[config.mk]
export PLATFORM = sky130hd
export DESIGN_NAME = rename_ckpt_rat
export DESIGN_NICKNAME = d
export VERILOG_FILES = /design/src/rtl/rat_pkg.sv /design/src/rtl/rat_slot_pick.sv /design/src/rtl/rat_age_kill.sv /design/src/rtl/rat_snap_store.sv /design/src/rtl/rename_ckpt_rat.sv
export SDC_FILE = /design/constraint.sdc
export NUM_CORES = 1
export LEC_CHECK = 0
export ABC_AREA = 1
export ABC_CLOCK_PERIOD_IN_PS = 1770
export BUFFER_PORTS_ARGS = -buffer_cell sky130_fd_sc_hd__buf_2
export CAP_MARGIN = 20
export CORE_MARGIN = 2
export CORE_UTILIZATION = 50
export DETAILED_ROUTE_END_ITERATION = 10
export GPL_TIMING_DRIVEN = 0
export PLACE_DENSITY = 0.67
export SETUP_SLACK_MARGIN = 0.15
export SLEW_MARGIN = 20
export SYNTH_ARGS = -nofsm -noshare
export SYNTH_HDL_FRONTEND = slang
export SYNTH_SLANG_ARGS = --single-unit
[constraint.sdc]
create_clock -name clk -period 1.77 [get_ports clk]
set_input_delay 0.177 -clock clk [delete_from_list [all_inputs] [get_ports clk]]
set_output_delay 0.177 -clock clk [all_outputs]
set_load 0.02 [all_outputs]
[src/rtl/rat_pkg.sv]
package rat_pkg;

    // Default geometry of the rename table
    parameter int DEF_NUM_ARCH = 16;
    parameter int DEF_PTAG_W   = 6;
    parameter int DEF_NUM_CKPT = 4;

    // Which kind of update the live table takes in a cycle
    typedef enum logic [1:0] {
        ACT_NORMAL  = 2'd0,
        ACT_RESTORE = 2'd1,
        ACT_DRAIN   = 2'd2
    } rat_act_e;

endpackage

[src/rtl/rat_slot_pick.sv]
module rat_slot_pick #(
    parameter int SLOTS = 4,
    localparam int IW = (SLOTS > 1) ? $clog2(SLOTS) : 1
) (
    input  logic [SLOTS-1:0] busy,
    output logic             found,
    output logic [IW-1:0]    idx
);

    // Lowest-numbered free slot wins
    always_comb begin
        found = 1'b0;
        idx   = '0;
        for (int i = SLOTS - 1; i >= 0; i--) begin
            if (!busy[i]) begin
                found = 1'b1;
                idx   = IW'(i);
            end
        end
    end

endmodule

[src/rtl/rat_age_kill.sv]
module rat_age_kill #(
    parameter int SLOTS = 4,
    localparam int IW = (SLOTS > 1) ? $clog2(SLOTS) : 1
) (
    input  logic             clk,
    input  logic             rst_n,
    input  logic             alloc_en,
    input  logic [IW-1:0]    alloc_idx,
    input  logic [IW-1:0]    kill_idx,
    output logic [SLOTS-1:0] kill_mask
);

    // before_q[i][j] set: slot i was allocated before slot j
    logic [SLOTS-1:0][SLOTS-1:0] before_d, before_q;

    always_comb begin
        before_d = before_q;
        if (alloc_en) begin
            for (int i = 0; i < SLOTS; i++) begin
                before_d[i][alloc_idx] = 1'b1;   // everyone is older than the newcomer
                before_d[alloc_idx][i] = 1'b0;   // newcomer is older than nobody
            end
        end
        kill_mask           = before_q[kill_idx];
        kill_mask[kill_idx] = 1'b1;
    end

    always_ff @(posedge clk or negedge rst_n) begin
        if (!rst_n) before_q <= '0;
        else        before_q <= before_d;
    end

endmodule

[src/rtl/rat_snap_store.sv]
module rat_snap_store #(
    parameter int SLOTS = 4,
    parameter int DW    = 96,
    localparam int IW = (SLOTS > 1) ? $clog2(SLOTS) : 1
) (
    input  logic          clk,
    input  logic          rst_n,
    input  logic          wr_en,
    input  logic [IW-1:0] wr_idx,
    input  logic [DW-1:0] wr_data,
    input  logic [IW-1:0] rd_idx,
    output logic [DW-1:0] rd_data
);

    logic [SLOTS-1:0][DW-1:0] snap_d, snap_q;
    logic [SLOTS-1:0]         slot_we;

    for (genvar s = 0; s < SLOTS; s++) begin : g_we
        assign slot_we[s] = wr_en && (wr_idx == IW'(s));
    end

    always_comb begin
        snap_d = snap_q;
        for (int s = 0; s < SLOTS; s++) begin
            if (slot_we[s]) snap_d[s] = wr_data;
        end
    end

    always_ff @(posedge clk or negedge rst_n) begin
        if (!rst_n) snap_q <= '0;
        else        snap_q <= snap_d;
    end

    assign rd_data = snap_q[rd_idx];

endmodule

[src/rtl/rename_ckpt_rat.sv]
module rename_ckpt_rat
    import rat_pkg::*;
#(
    parameter int NUM_ARCH = DEF_NUM_ARCH,
    parameter int PTAG_W   = DEF_PTAG_W,
    parameter int NUM_CKPT = DEF_NUM_CKPT,
    localparam int AW = $clog2(NUM_ARCH),
    localparam int CW = (NUM_CKPT > 1) ? $clog2(NUM_CKPT) : 1,
    localparam int DW = NUM_ARCH * PTAG_W
) (
    input  logic          clk,
    input  logic          rst_n,
    input  logic          ren_valid,
    input  logic [AW-1:0] ren_arch,
    input  logic [PTAG_W-1:0] ren_ptag,
    input  logic          br_valid,
    output logic          br_stall,
    output logic [CW-1:0] br_id,
    input  logic          res_valid,
    input  logic [CW-1:0] res_id,
    input  logic          res_mispredict,
    input  logic          drain_reset,
    output logic [DW-1:0] map_flat
);

    typedef logic [NUM_ARCH-1:0][PTAG_W-1:0] map_t;

    typedef struct packed {
        map_t                map;
        logic [NUM_CKPT-1:0] busy;
    } rat_state_t;

    rat_state_t cur_q, cur_d;
    rat_act_e   act;
    map_t       ident_map, after_ren;
    logic       pick_found, grant;
    logic [CW-1:0]       pick_idx;
    logic [NUM_CKPT-1:0] kill_mask;
    logic [DW-1:0]       snap_rd;
    logic [NUM_CKPT-1:0] slot_busy_q;

    rat_slot_pick #(.SLOTS(NUM_CKPT)) u_pick (
        .busy  (cur_q.busy),
        .found (pick_found),
        .idx   (pick_idx)
    );

    rat_age_kill #(.SLOTS(NUM_CKPT)) u_age (
        .clk       (clk),
        .rst_n     (rst_n),
        .alloc_en  (grant),
        .alloc_idx (pick_idx),
        .kill_idx  (res_id),
        .kill_mask (kill_mask)
    );

    rat_snap_store #(.SLOTS(NUM_CKPT), .DW(DW)) u_snap (
        .clk     (clk),
        .rst_n   (rst_n),
        .wr_en   (grant),
        .wr_idx  (pick_idx),
        .wr_data (after_ren),
        .rd_idx  (res_id),
        .rd_data (snap_rd)
    );

    // Home of every architectural register in the committed file
    for (genvar a = 0; a < NUM_ARCH; a++) begin : g_ident
        assign ident_map[a] = PTAG_W'(a);
    end

    always_comb begin
        if (drain_reset)                       act = ACT_DRAIN;
        else if (res_valid && res_mispredict)  act = ACT_RESTORE;
        else                                   act = ACT_NORMAL;

        // Live table as seen by a branch grouped after this cycle's rename
        after_ren = cur_q.map;
        if (ren_valid) after_ren[ren_arch] = ren_ptag;

        grant = br_valid && pick_found && (act == ACT_NORMAL);

        cur_d = cur_q;
        unique case (act)
            ACT_DRAIN: begin
                cur_d.map  = ident_map;
                cur_d.busy = '0;
            end
            ACT_RESTORE: begin
                cur_d.map  = snap_rd;
                cur_d.busy = cur_q.busy & ~kill_mask;
            end
            default: begin
                cur_d.map = after_ren;
                if (res_valid) cur_d.busy[res_id]   = 1'b0;
                if (grant)     cur_d.busy[pick_idx] = 1'b1;
            end
        endcase
    end

    always_ff @(posedge clk or negedge rst_n) begin
        if (!rst_n) begin
            cur_q.map  <= ident_map;
            cur_q.busy <= '0;
        end else begin
            cur_q <= cur_d;
        end
    end

    assign br_stall    = br_valid && !pick_found;
    assign br_id       = pick_idx;
    assign map_flat    = cur_q.map;
    assign slot_busy_q = cur_q.busy;

endmodule

==> summary.md <==
| Metric | Value |
|---|---|
| Status | `complete, but fails checks` |
| Violations in the final reports | `negative hold slack, negative setup slack` |
| Area of the die | `0.0476 mm^2` |
| Period utilization | `100%` |
| Minimum setup slack after placement | `-0.601 ns` |
| Area post-placement | `0.0244 mm^2` |
| Register bit total from synthesis | `496` |
| Pin count of the biggest net entering global routing | `101` |
| Count of endpoints failing hold in the final timing report | `108` |
| Clock buffers created by TritonCTS | `54` |
| Reg-to-reg setup timing slack | `0.16 ns` |
| Rows | `78` |
| Final routed wirelength across all metal layers | `86600 um` |
| Hold-fix buffers, CTS | `4` |
| Worst IR Drop VDD | `0.000697 V` |
| Placeable core region | `0.0453 mm^2` |
| Worst clock skew | `0.0129 ns` |
| Number of nets in the layout | `3291` |
| Buffers and inverters on the worst path | `1` |
| Capturing element type of the critical path | `output pin` |
| Mean instance size in the synthesized netlist | `7.44 um^2` |
| Final weighted congestion in routability-driven placement | `0.963` |
| Final antenna diode count | `0` |
| Remaining routing DRC violations | `0` |
| X dimension of the die | `218 um` |
| Number of slew-limit violations in the final report | `0` |
| Cell-by-cell trace of the critical path | `nand2_2, nor2_4, and2_4, buf_6` |
| Final worst setup slack | `-0.00359 ns` |
| Starting Density | `50.6%` |
| Reg clk slew, reported paths | `0.06 ns` |
| Routed wirelength normalized by instance count | `22.1 um` |
| Number of detailed-routing iterations run before antenna repair | `6` |
| Mapped Nets | `3098` |
| Synthesized instance count | `3079` |
| Total power | `28000 uW` |
| Worst path top cell family by delay | `simple AND/OR/NAND/NOR gates` |
| Total number of yosys warnings | `0` |
| Number of antenna-violating nets in the routed design | `0` |
| CTS tree | `built` |
| Slew headroom | `18.6%` |
| Longest individual stage delay on the worst path | `0.44 ns` |
| Leakage | `0.0150 uW` |
| Count of routing violations after the opening detailed-route iteration | `2746` |
| Number of H-tree branching levels | `2` |
| Crit path launch type | `flop` |
| Ratio of cells with drive above 1 in the final layout | `13.8%` |
| Library cell with the largest summed area after synthesis | `dfrtp_1` |
| Chip Height | `218 um` |
| Clock latency on the worst-skew pair | `0.62 ns` |
| Hold Worst Slack | `-0.504 ns` |
| Seq/Total Area, Yosys | `54.3%` |
| Maximum capacitance violations | `0` |
| Global router's overall resource usage | `36.8%` |
| Area contributors post-synth | `dfrtp_1 51%, nand2_1 34%, dfstp_2 3.7%` |
| Number of antenna violations at the first check in global routing | `4` |
| Mapped cell area | `0.0229 mm^2` |
| Mean number of vias per cell | `5.62` |
| Number of failing setup endpoints in the final timing report | `1` |
| Global-route wire length before repair | `129000 um` |
| Slowest cell on the critical path | `dfrtp_1` |
| IO Port Bufs | `114` |
| Area growth from synthesis to layout | `17.5%` |
| Final Instance Area | `0.0269 mm^2` |
| Area share of the largest cell type after synthesis | `50.7%` |
| Via count of the first global-routing pass | `21207` |
| HPWL Detailed | `56700 um` |
| Achievable frequency | `0.564 GHz` |
| Min Tclk post-route | `1.77 ns` |
| Measured slew at the worst slew-check pin | `1.22 ns` |
| Max clock buf depth | `3` |
| Pwr/cell area | `1040 mW/mm^2` |
| Worst min path class | `in -> async` |
| Via count | `22003` |
| Number of sinks handled by clock tree synthesis | `496` |
| Data required time at the worst endpoint | `1.59 ns` |
| Number of top-level pins | `118` |
| Crit path arrival time | `1.60 ns` |
| Synth cell types | `27` |
| Unrepaired setup endpoints after global routing | `yes` |
| Gr ovfl total | `0` |
| Library cell used as clock root buffer | `clkbuf_16` |
| Maximum fanout along the worst path | `3` |
| Crit Path Category | `reg -> out` |
-- per-stage QoR --
stage          util (%)   TNS, ns  std cells
3_3_place_gp       53.5  -4690.72       3793
5_1_grt            59.5   -0.0511       3916
6_report           59.5  -0.00359       3916
2_1_floorplan         -         0       3079
3_5_place_dp       53.8    -85.15       3798
4_1_cts            58.8         0       3909
-- placed cells by master (no fill, tap or decap), types with 5 or more instances in the layout --
cell and n:
clkinv_2 8, buf_12 5, buf_16 5, buf_1 8, clkbuf_4 13, a21oi_1 7, dfrtp_1 462, nand2_4 5
buf_2 134, nand2_1 2052, nor2_1 47, dfstp_2 32, bufinv_16 6, o21ai_2 32, clkbuf_8 17, nor2_4 8
inv_2 8, buf_4 44, clkbuf_16 57, nand2_2 20, nand4_1 80, clkbuf_2 18, inv_1 75, buf_6 31
clkbuf_1 41, nand3_1 62, o21ai_0 15
-- cell usage after synthesis --
cell         n
nand2_1   2059
dfrtp_1    464
nand4_1     80
inv_1       78
buf_2       74
nand3_1     62
clkbuf_1    54
nor2_1      48
dfstp_2     32
o21ai_2     32
buf_4       18
nand2_2     18
o21ai_0     15
buf_1        8
inv_2        8
a21oi_1      7
nor2_4       5
nand3b_1     3
nor2_2       3
nor3_1       3
nand3_2      2
and2_1       1
buf_6        1
clkbuf_2     1
clkinv_1     1
nor3_2       1
o211ai_1     1
-- logic make-up (layout without fill, tap and decap cells) --
kind of cell,count (synthesis),after routing,share of synthesized area [%]
and+or+nand+nor,2285,2285,39.2
DFF,496,496,54.3
buffers and inverters,243,480,4.72
AOI/OAI and AO/OA,55,55,1.74
-- sequential cells by signal, summed over array words and instances (netlist names), named ones only --
register / flops
slot_busy_q: 4
map_flat: 96
u_snap.snap_q: 384
u_age.before_q: 4
-- report_power, final --
group	leakage [uW]	internal, uW	total [uW]	switching [uW]
Combinational	0.00739	859	3030	2170
Sequential	0.00664	12300	12800	517
Clock	0.000949	7390	12200	4800
Total	0.0150	20500	28000	7490
-- what timing repair did --
action                                 4_1_cts  5_1_grt
gates cloned                                 1        1
endpoints found under the hold margin       77       65
pin swaps                                    1        6
setup endpoints to repair                  395      388
resized for setup                           89      103
setup buffers                                6        6
-- area by class of cell --
type,count,area (um^2)
fill,4134,18400
sequential,496,12500
multi-input combinational,2340,9470
clock buffer,86,1700
buffer,156,1080
timing repair buffer,137,916
tap,600,751
inverter,87,339
clock inverter,14,220
-- worst register-to-register path: stages, from the launching register on --
cell and delay, ns:
dfrtp_1 0.40, nand2_4 0.10, buf_4 0.15, nor3_4 0.24
buf_6 0.22, clkbuf_4 0.25, nand2_1 0.09, nand2_1 0.08
-- layer usage --
| layer | track usage, % | vias up | wire, um |
|---|---|---|---|
| met5 | 0 | - | 38 |
| met4 | 21.2 | 6 | 5390 |
| met3 | 7.77 | 337 | 9650 |
| met2 | 55.8 | 1341 | 38000 |
| met1 | 49.0 | 10517 | 33500 |
| li1 | - | 9802 | - |
-- worst paths after layout --
path | startpoint | to | cells after the start
min | rst_n | u_snap.snap_q[145] | 1
max | slot_busy_q[3] | br_stall | 4
max in group asynchronous | rst_n | map_flat[13] | 4
min in group clk | ren_ptag[3] | map_flat[57] | 5
max reg2reg | slot_busy_q[0] | u_snap.snap_q[279] | 7
min reg2reg | u_snap.snap_q[366] | u_snap.snap_q[366] | 2
Power figures use the tool's default switching activity.
